===== config.mk =====
export PLATFORM = sky130hd
export DESIGN_NAME = md_unit
export DESIGN_NICKNAME = d
export VERILOG_FILES = /design/src/rtl/md_pkg.sv /design/src/rtl/md_ctrl.sv /design/src/rtl/md_step.sv /design/src/rtl/md_unit.sv
export SDC_FILE = /design/constraint.sdc
export NUM_CORES = 1
export LEC_CHECK = 0
export ABC_AREA = 1
export BUFFER_PORTS_ARGS = -buffer_cell sky130_fd_sc_hd__buf_2
export CAP_MARGIN = 20
export CORE_ASPECT_RATIO = 1.25
export CORE_MARGIN = 2
export CORE_UTILIZATION = 44
export CTS_BUF_LIST = sky130_fd_sc_hd__clkbuf_8
export CTS_CLUSTER_DIAMETER = 50
export DETAILED_ROUTE_END_ITERATION = 6
export SYNTH_ARGS = -nofsm -noshare
export SYNTH_HDL_FRONTEND = slang
export SYNTH_SLANG_ARGS = --single-unit

===== constraint.sdc =====
create_clock -name clk -period 10.8 [get_ports clk]
set_input_delay 0.54 -clock clk [delete_from_list [all_inputs] [get_ports clk]]
set_output_delay 0.54 -clock clk [all_outputs]
set_load 0.005 [all_outputs]

===== src/rtl/md_pkg.sv =====
package md_pkg;
  // op[1] selects divide, op[0] selects signed operands
  typedef enum logic [1:0] {
    OP_MULU = 2'b00,
    OP_MULS = 2'b01,
    OP_DIVU = 2'b10,
    OP_DIVS = 2'b11
  } md_op_e;

  typedef enum logic [1:0] {
    ST_IDLE  = 2'b00,
    ST_SETUP = 2'b01,
    ST_ITER  = 2'b10,
    ST_FIX   = 2'b11
  } md_state_e;
endpackage


===== src/rtl/md_ctrl.sv =====
module md_ctrl
  import md_pkg::*;
#(
  parameter int W = 32
) (
  input  logic clk,
  input  logic rst_n,
  input  logic start,
  output logic accept,
  output logic busy,
  output logic st_setup,
  output logic st_iter,
  output logic st_fix
);
  localparam int CW = (W > 1) ? $clog2(W) : 1;
  localparam int LW = $clog2(W + 3) + 1;

  md_state_e       state_q, state_d;
  logic [CW-1:0]   cnt_q, cnt_d;
  logic            last_step;

  assign last_step = (cnt_q == CW'(W - 1));
  assign accept    = start && (state_q == ST_IDLE);
  assign busy      = (state_q != ST_IDLE);
  assign st_setup  = (state_q == ST_SETUP);
  assign st_iter   = (state_q == ST_ITER);
  assign st_fix    = (state_q == ST_FIX);

  always_comb begin
    state_d = state_q;
    cnt_d   = cnt_q;
    case (state_q)
      ST_IDLE:  if (start) state_d = ST_SETUP;
      ST_SETUP: begin
        state_d = ST_ITER;
        cnt_d   = '0;
      end
      ST_ITER: begin
        cnt_d = cnt_q + 1'b1;
        if (last_step) state_d = ST_FIX;
      end
      default:  state_d = ST_IDLE;
    endcase
  end

  always_ff @(posedge clk or negedge rst_n) begin
    if (!rst_n) begin
      state_q <= ST_IDLE;
      cnt_q   <= '0;
    end else begin
      state_q <= state_d;
      cnt_q   <= cnt_d;
    end
  end

  // Checker: length of each busy window
  logic [LW-1:0] run_len_q;
  always_ff @(posedge clk or negedge rst_n) begin
    if (!rst_n)    run_len_q <= '0;
    else if (busy) run_len_q <= run_len_q + 1'b1;
    else           run_len_q <= '0;
  end

  p_busy_len_r6: assert property (@(posedge clk) disable iff (!rst_n)
    $fell(busy) |-> (run_len_q == LW'(W + 2)));

  p_setup_to_iter_r6: assert property (@(posedge clk) disable iff (!rst_n)
    st_setup |=> st_iter);
endmodule


===== src/rtl/md_step.sv =====
module md_step #(
  parameter int W = 32
) (
  input  logic         is_div,
  input  logic [W-1:0] acc,
  input  logic [W-1:0] sreg,
  input  logic [W-1:0] mcand,
  output logic [W-1:0] acc_d,
  output logic [W-1:0] sreg_d
);
  localparam int AW = W + 2;

  logic [W:0]    shifted;
  logic [AW-1:0] opa, opb, sum;
  logic [W:0]    mul_res;
  logic          fits;

  assign shifted = {acc, sreg[W-1]};

  // Single shared adder/subtractor: add for multiply, subtract for divide
  always_comb begin
    opa = is_div ? {1'b0, shifted} : {2'b00, acc};
    opb = {2'b00, mcand} ^ {AW{is_div}};
    sum = opa + opb + AW'(is_div);
  end

  assign fits    = !sum[AW-1];
  assign mul_res = sreg[0] ? sum[W:0] : {1'b0, acc};

  always_comb begin
    if (is_div) begin
      acc_d  = fits ? sum[W-1:0] : shifted[W-1:0];
      sreg_d = {sreg[W-2:0], fits};
    end else begin
      {acc_d, sreg_d} = {mul_res, sreg[W-1:1]};
    end
  end
endmodule


===== src/rtl/md_unit.sv =====
module md_unit
  import md_pkg::*;
#(
  parameter int W = 32
) (
  input  logic         clk,
  input  logic         rst_n,
  input  logic         start,
  input  logic [1:0]   op,
  input  logic [W-1:0] opnd_a,
  input  logic [W-1:0] opnd_b,
  output logic         busy,
  output logic [W-1:0] hi,
  output logic [W-1:0] lo,
  output logic         div_by_zero
);
  // Reset: asserted asynchronously, released on the clock
  logic [1:0] rst_sync_q;
  logic       rst_i_n;
  always_ff @(posedge clk or negedge rst_n) begin
    if (!rst_n) rst_sync_q <= 2'b00;
    else        rst_sync_q <= {rst_sync_q[0], 1'b1};
  end
  assign rst_i_n = rst_sync_q[1];

  logic accept, st_setup, st_iter, st_fix;

  md_ctrl #(.W(W)) u_ctrl (
    .clk      (clk),
    .rst_n    (rst_i_n),
    .start    (start),
    .accept   (accept),
    .busy     (busy),
    .st_setup (st_setup),
    .st_iter  (st_iter),
    .st_fix   (st_fix)
  );

  md_op_e       op_q, op_d;
  logic [W-1:0] a_q, a_d, b_q, b_d;
  logic [W-1:0] acc_q, acc_d, sreg_q, sreg_d, mcand_q, mcand_d;
  logic [W-1:0] hi_q, hi_d, lo_q, lo_d;
  logic         dz_q, dz_d;
  logic [W-1:0] step_acc, step_sreg;

  logic           is_div, a_neg, b_neg, flip, zero_div;
  logic [W-1:0]   abs_a, abs_b, quot_fix, rem_fix;
  logic [2*W-1:0] prod, prod_fix;

  assign is_div   = op_q[1];
  assign a_neg    = op_q[0] && a_q[W-1];
  assign b_neg    = op_q[0] && b_q[W-1];
  assign flip     = a_neg ^ b_neg;
  assign zero_div = is_div && (b_q == '0);
  assign abs_a    = a_neg ? (~a_q + 1'b1) : a_q;
  assign abs_b    = b_neg ? (~b_q + 1'b1) : b_q;

  md_step #(.W(W)) u_step (
    .is_div (is_div),
    .acc    (acc_q),
    .sreg   (sreg_q),
    .mcand  (mcand_q),
    .acc_d  (step_acc),
    .sreg_d (step_sreg)
  );

  // Sign correction of the magnitude result
  always_comb begin
    prod     = {acc_q, sreg_q};
    prod_fix = flip  ? (~prod + 1'b1)   : prod;
    quot_fix = flip  ? (~sreg_q + 1'b1) : sreg_q;
    rem_fix  = a_neg ? (~acc_q + 1'b1)  : acc_q;
  end

  // Next-state logic
  always_comb begin
    op_d    = op_q;
    a_d     = a_q;
    b_d     = b_q;
    acc_d   = acc_q;
    sreg_d  = sreg_q;
    mcand_d = mcand_q;
    hi_d    = hi_q;
    lo_d    = lo_q;
    dz_d    = dz_q;
    if (accept) begin
      op_d = md_op_e'(op);
      a_d  = opnd_a;
      b_d  = opnd_b;
    end
    if (st_setup) begin
      acc_d   = '0;
      sreg_d  = abs_a;
      mcand_d = abs_b;
    end
    if (st_iter) begin
      acc_d  = step_acc;
      sreg_d = step_sreg;
    end
    if (st_fix) begin
      dz_d = zero_div;
      if (!is_div) begin
        hi_d = prod_fix[2*W-1:W];
        lo_d = prod_fix[W-1:0];
      end else if (zero_div) begin
        hi_d = a_q;
        lo_d = '1;
      end else begin
        hi_d = rem_fix;
        lo_d = quot_fix;
      end
    end
  end

  // Registers
  always_ff @(posedge clk or negedge rst_i_n) begin
    if (!rst_i_n) begin
      op_q    <= OP_MULU;
      a_q     <= '0;
      b_q     <= '0;
      acc_q   <= '0;
      sreg_q  <= '0;
      mcand_q <= '0;
      hi_q    <= '0;
      lo_q    <= '0;
      dz_q    <= 1'b0;
    end else begin
      op_q    <= op_d;
      a_q     <= a_d;
      b_q     <= b_d;
      acc_q   <= acc_d;
      sreg_q  <= sreg_d;
      mcand_q <= mcand_d;
      hi_q    <= hi_d;
      lo_q    <= lo_d;
      dz_q    <= dz_d;
    end
  end

  assign hi          = hi_q;
  assign lo          = lo_q;
  assign div_by_zero = dz_q;

  p_ignore_start_r7: assert property (@(posedge clk) disable iff (!rst_i_n)
    busy |=> ($stable(op_q) && $stable(a_q) && $stable(b_q)));

  p_hold_result_r9: assert property (@(posedge clk) disable iff (!rst_i_n)
    !st_fix |=> ($stable(hi_q) && $stable(lo_q)));

  p_zero_div_r5: assert property (@(posedge clk) disable iff (!rst_i_n)
    (st_fix && zero_div) |=> (div_by_zero && (lo == '1) && (hi == $past(a_q))));

  p_rem_bound_r3: assert property (@(posedge clk) disable iff (!rst_i_n)
    (st_iter && is_div && (mcand_q != '0)) |=> (acc_q < mcand_q));
endmodule


* Word level (Yosys, flattened, before mapping)
Cells that the tools add are included.
Operators by class: add/sub/neg operators 8, equality and inequality tests 6, muxes and demuxes 22, bitwise gates (word level) 7, reductions and logical operators 10
Operators by type and width (number):
- $mux W32 | 15
- $add A32 B1 Y32 const B | 4
- $not A32 Y32 | 4
- $mux W33 | 2
- $add A64 B1 Y64 const B | 1
- $mux W64 | 1
- $not A64 Y64 | 1
- $add A34 B1 Y34 | 1
- $add A34 B34 Y34 | 1
- $xor A32 B34 Y34 | 1
- $logic_not A32 Y1 | 1
- $pmux W5 S2 | 1
- $pmux W2 S3 | 1
- $add A5 B1 Y5 const B | 1
- $eq A5 B5 Y1 const B | 1
- $eq A2 B2 Y1 const B | 2
- $logic_and A1 B1 Y1 | 4
- $mux W2 | 2
- $reduce_bool A2 Y1 | 2
- $eq A2 B1 Y1 const B | 1
- $logic_not A2 Y1 | 1
- $ne A2 B1 Y1 const B | 1
- $ne A2 B2 Y1 const B | 1
- $reduce_and A2 Y1 | 1
- other kinds (2) | 2
Storage, ports and cells: register bits after elaboration 236, input port bits 69, output and inout port bits 66, logic and storage cells 65

* Depth between registers and ports, before layout
word-level depth 6, depth in mapped cells 23, gate-level depth less buffers 21

* Cells and area by module
From an unflattened synthesis, not the netlist that was laid out.
Second synthesis, totals: cells, all modules 2832, area, all modules 18067.3 sq um
Modules (own cells, without submodules):
- md_unit | instances 1, cells an instance 1948, area each 13584.3 sq um, seq. area each 5730.5 sq um
- md_step | instances 1, cells an instance 834, area each 4053.9 sq um, seq. area each 0.0 sq um
- md_ctrl | instances 1, cells an instance 50, area each 429.2 sq um, seq. area each 175.2 sq um

* Worst setup path before layout
OpenSTA, ideal clock, no wires.
kind reg-to-reg, start point reg op_q[1], end point reg acc_q[1], setup time 0.118 ns, arrival 2.904 ns, data required time 10.682 ns, setup slack 7.778 ns, cell stages (with the launch flop) 21, buffers on the path 5, clock period less this slack 3.022 ns, cells stage by stage dfrtp_1 buf_2 buf_2 clkbuf_1 clkbuf_1 nand2_1 o21ai_0 ha_1 nand2_1 inv_1 a21oi_1 nand2_1 nand2_1 nand2_1 nand2_1 nand3_4 buf_6 o21ai_0 nand2_1 nand3_1 nand2_1
Between the ends: word-level cells in the longest chain between the ends 6, elaborated cells between the ends (all ways) 8, those cells by class add/sub (2); mux (5); bitwise (1)
RTL lines:
- start: declaration | line md_unit.sv:39 | md_op_e op_q, op_d;
- start signal: assignment | line md_unit.sv:128 | op_q <= op_d;
- $mux W33 or $xor A32 B34 Y34 (tied branches) | line md_step.sv:22, md_step.sv:23
- $add A34 B34 Y34 | line md_step.sv:24 | sum = opa + opb + AW'(is_div);
- $add A34 B1 Y34 | line md_step.sv:24
- $mux W33 or $mux W32 (tied branches) | line md_step.sv:28, md_step.sv:32
- $mux W32 * | line md_step.sv:31 | if (is_div) begin
- $mux W32 * | line md_unit.sv:96 | if (st_iter) begin
- end signal: assignment | line md_unit.sv:121 | acc_q <= '0;
- end signal: assignment | line md_unit.sv:131 | acc_q <= acc_d;
- end: declaration | line md_unit.sv:41 | logic [W-1:0] acc_q, acc_d, sreg_q, sreg_d, mcand_q, mcand_d;
Every way passes the cells marked *; elsewhere a longest branch is shown, timed or not. A chain may end at the register's enable or synchronous reset.

* Worst setup path in the final report
start point reg op_q[1], end point reg acc_q[28]
The elaborated chain is that of the path after synthesis.

==> flow_summary.json <==
{
  "cts.hold.buffers_added": 1,
  "routed_wirelength_mm": 72.72,
  "groute.usage.overall": 0.3289,
  "post_drt_wl_per_cell_um": 21.07,
  "synth_fa_ha_area_frac": 0.02961,
  "status": "finished, final reports clean",
  "final_hold_viol_count": 0,
  "path_cells": "buf_4 > inv_2 > buf_4 > nand2_1 > and2_1 > inv_1 > fa_1 > inv_1 > nand3_1 > nand3_1 > nand2_1 > nand2_1 > nand2_1 > nand2_1 > nand2_1 > nand2_1 > nand2_1 > nand3_1 > nand3_1 > nand3_1 > nand2_1",
  "clock_latency_ps": 640,
  "post-synth-top-count-cell": "sky130_fd_sc_hd__nand2_1",
  "post_cts_resized": 0,
  "clkSinkCount": 236,
  "synthCells": 2811,
  "required_ps": 11300,
  "num_vias": 19150,
  "post_drt_via_cell_ratio": 5.549,
  "cp-start-kind": "register",
  "yosys_most_used_dff": "sky130_fd_sc_hd__dfrtp_1",
  "fillCellCount": 4378,
  "setup_viol_count_final": 0,
  "synth_warn": 0,
  "hold_slack_ps": 135.9,
  "multi_input_comb_area_mm2": 0.01093,
  "synthesized_area_divided_by_synthesized_cell_count_um2": 6.553,
  "layout.cells.non_filler": 3451,
  "cell_taking_the_most_area_after_synthesis": "sky130_fd_sc_hd__dfrtp_1",
  "global_route_overflow": 0,
  "synth_xor_xnor_area_share": 0.06323,
  "tritoncts": "yes",
  "worst-r2r-setup-slack_ps": 5990,
  "max_slew_violations": 0,
  "drc_errors": 0,
  "totalNegativeSetupSlack_ps": 0,
  "die_h_um": 232.8,
  "place.detailed.instances": 3377,
  "cp_data_arrival_time_ps": 5310,
  "cp_slowest_cell": "sky130_fd_sc_hd__dfrtp_4",
  "die-area_mm2": 0.04353,
  "coreArea_mm2": 0.04123,
  "grt_antenna_before_repair": 0,
  "h-tree-depth": 2,
  "timing.critical_path.fanout_max": 85,
  "async_flop_share": 1.000,
  "synth_top_family_by_area": "simple AND/OR/NAND/NOR gates",
  "register_area_mm2": 0.005913,
  "achievable-frequency_mhz": 208.1,
  "fraction_of_synthesized_area_in_multiplexers": 0.01100,
  "synth-simple-area-share": 0.3364,
  "min_period_over_period": 0.4449,
  "rsz0062_at_grt": "false",
  "fin_worst_skew_ps": 44.56,
  "gpl.final_weighted_congestion": 1.016,
  "critical_path.top_delay_family": "simple AND/OR/NAND/NOR gates",
  "yosys-top-cells-area": "sky130_fd_sc_hd__dfrtp_1 (32%), sky130_fd_sc_hd__nand2_1 (16%), sky130_fd_sc_hd__nor2_1 (7.2%), sky130_fd_sc_hd__xor2_1 (5.9%), sky130_fd_sc_hd__nand3_1 (5.9%)",
  "holdCritPathClass": "in2reg",
  "worstReg2RegStart": "op_q[1]",
  "grt_pass1_wl_mm": 109.1,
  "crit_top_cell": "sky130_fd_sc_hd__nand2_1",
  "antenna_cells_inserted": 0,
  "floorplan.initialDensity": 0.4468,
  "endpoint_kind": "register",
  "final_nets": 2985,
  "synth.top_cell.area_share": 0.3206,
  "timing_worst_slew_pin_value_ps": 1057,
  "die_width_um": 187.0,
  "cellPowerDensity_mw_per_mm2": 370.8,
  "max_slew_margin": 0.2953,
  "numCtsBuffers": 45,
  "number_of_rows_created_at_floorplan": 83,
  "netlist-cell-type-count": 56,
  "ant_nets": 0,
  "syn_to_final_growth_pct": 9.801,
  "worst_setup_slack_final_ps": 5995,
  "drt_first_iter_violations": 1546,
  "hpwlAfterDp_mm": 56.61,
  "clock_transition_at_the_registers_of_the_reported_paths_ps": 60,
  "synth-seq-area-share": 0.3206,
  "drive_above_1_share": 0.1028,
  "slowest_delay_ps": 1060,
  "worstSetupStartpoint": "op_q[1]",
  "irDropWorstVdd_uv": 181.1,
  "synth.ff_latch_count": 236,
  "power.static_leakage_nw": 9.937,
  "synth_compound_area_frac": 0.1524,
  "post_synth_most_frequent_cells": "sky130_fd_sc_hd__nand2_1 (792), sky130_fd_sc_hd__nor2_1 (351), sky130_fd_sc_hd__inv_1 (239)",
  "port_buffers": 134,
  "post_synth_edffs": 0,
  "ios": 135,
  "final.min_clock_period_ps": 4805,
  "root_buffer": "sky130_fd_sc_hd__clkbuf_8",
  "drv.max_cap_violation_count": 0,
  "category_of_the_critical_setup_timing_path": "reg2reg",
  "vias_in_the_first_global_route": 18201,
  "dr.pass1.iters": 7,
  "syn_nets": 2923,
  "dp_slack_ps": 6026,
  "worst-path-buf-inv": 5,
  "holdCritStartpoint": "opnd_b[20]",
  "cts-root-to-sink-buffers": 3,
  "post_cts.repair.setup_buffers": 0,
  "largest_net_degree_at_the_start_of_global_routing": 169,
  "syn_area_mm2": 0.01842
}
layout by cell type, fill, tap and decap left out, types with 3 or more instances in the layout:
cell / n
sky130_fd_sc_hd__nand4_1: 22
sky130_fd_sc_hd__a31oi_1: 35
sky130_fd_sc_hd__nand2_2: 3
sky130_fd_sc_hd__inv_1: 248
sky130_fd_sc_hd__nor3_2: 4
sky130_fd_sc_hd__nor2_4: 5
sky130_fd_sc_hd__buf_4: 16
sky130_fd_sc_hd__o21ai_1: 26
sky130_fd_sc_hd__nand2_1: 791
sky130_fd_sc_hd__nor3_4: 4
sky130_fd_sc_hd__nor4_1: 3
sky130_fd_sc_hd__xor2_1: 124
sky130_fd_sc_hd__and2_1: 4
sky130_fd_sc_hd__o31ai_1: 3
sky130_fd_sc_hd__inv_2: 14
sky130_fd_sc_hd__clkbuf_8: 56
sky130_fd_sc_hd__dfrtp_1: 234
sky130_fd_sc_hd__o211ai_1: 38
sky130_fd_sc_hd__o21bai_1: 5
sky130_fd_sc_hd__buf_2: 134
sky130_fd_sc_hd__xnor2_1: 9
sky130_fd_sc_hd__a21oi_1: 213
sky130_fd_sc_hd__o21ai_0: 173
sky130_fd_sc_hd__clkinv_1: 3
sky130_fd_sc_hd__nor3_1: 24
sky130_fd_sc_hd__or2_2: 5
sky130_fd_sc_hd__nor2_1: 351
sky130_fd_sc_hd__mux2_2: 18
sky130_fd_sc_hd__nand3_1: 216
sky130_fd_sc_hd__nor2_2: 13
sky130_fd_sc_hd__nand3b_1: 12
sky130_fd_sc_hd__ha_1: 41
sky130_fd_sc_hd__a22oi_1: 8
sky130_fd_sc_hd__nand3_2: 5
report_power, final:
part | internal [W] | switching [W] | total (W) | leakage, nW
sequential | 0.00129 | 0.000498 | 0.00179 | 2.79
combinational | 0.00150 | 0.00329 | 0.00479 | 6.64
clock | 0.000513 | 0.000414 | 0.000927 | 0.505
per-layer routing:
metal | vias to the layer above | part of all wire | track usage
li1 | 9269 | - | -
met1 | 8969 | 0.39 | 0.3968
met2 | 768 | 0.49 | 0.5739
met3 | 144 | 0.059 | 0.04133
met4 | 0 | 0.056 | 0.1739
met5 | - | 0 | 0
worst reg2reg max path: cells and delay by family (launching register included):
family | cells | cell delay (ps)
buffers and inverters | 5 | 1470
adder cells (fa/ha/maj) | 1 | 420
flip-flops | 1 | 1060
AND/OR/NAND/NOR | 15 | 1730
through the flow:
step | util | total power [W] | cell area (um^2)
final | 0.4906 | 0.007499 | 20230
after global routing | 0.4906 | 0.008123 | 20230
after CTS | 0.4906 | 0.007472 | 20230
after detailed placement | 0.4682 | 0.006522 | 19300
after global placement | 0.4682 | 0.006488 | 19300
after floorplan | - | 0.005022 | 18420
area by class of cell:
type / instances / share of cell area
Multi-Input combinational cell: 2183 / 0.5405
Sequential cell: 236 / 0.2923
Inverter: 255 / 0.04732
Timing Repair Buffer: 152 / 0.04058
Clock buffer: 56 / 0.03810
Tap cell: 552 / 0.03415
Clock inverter: 17 / 0.007052
kinds of logic (layout without fill, tap and decap cells):
| kind of cell | after synthesis | in the layout |
|---|---|---|
| AO/OA/AOI/OAI | 515 | 515 |
| XOR/XNOR | 133 | 133 |
| adder cells (fa/ha/maj) | 43 | 43 |
| buffers and inverters | 392 | 480 |
| flip-flops | 236 | 236 |
| multiplexers | 18 | 18 |
| other | 1 | 1 |
| AND/OR/NAND/NOR | 1473 | 1473 |
path summary, 6_finish.rpt:
path,end,cells after the start
max,acc_q[28],21
min,b_q[20],2
max reg2reg,acc_q[28],21
min reg2reg,rst_sync_q[1],0
max in group asynchronous,acc_q[9],1
min in group asynchronous,rst_sync_q[0],2
state kept, by name (all words and copies together), names as in the netlist:
name            flops
a_q                32
acc_q              32
b_q                32
div_by_zero         1
hi                 32
lo                 32
mcand_q            32
op_q                2
rst_sync_q          2
sreg_q             32
u_ctrl.cnt_q        5
u_ctrl.state_q      2
Note: power is estimated with default switching activity, not from simulation.
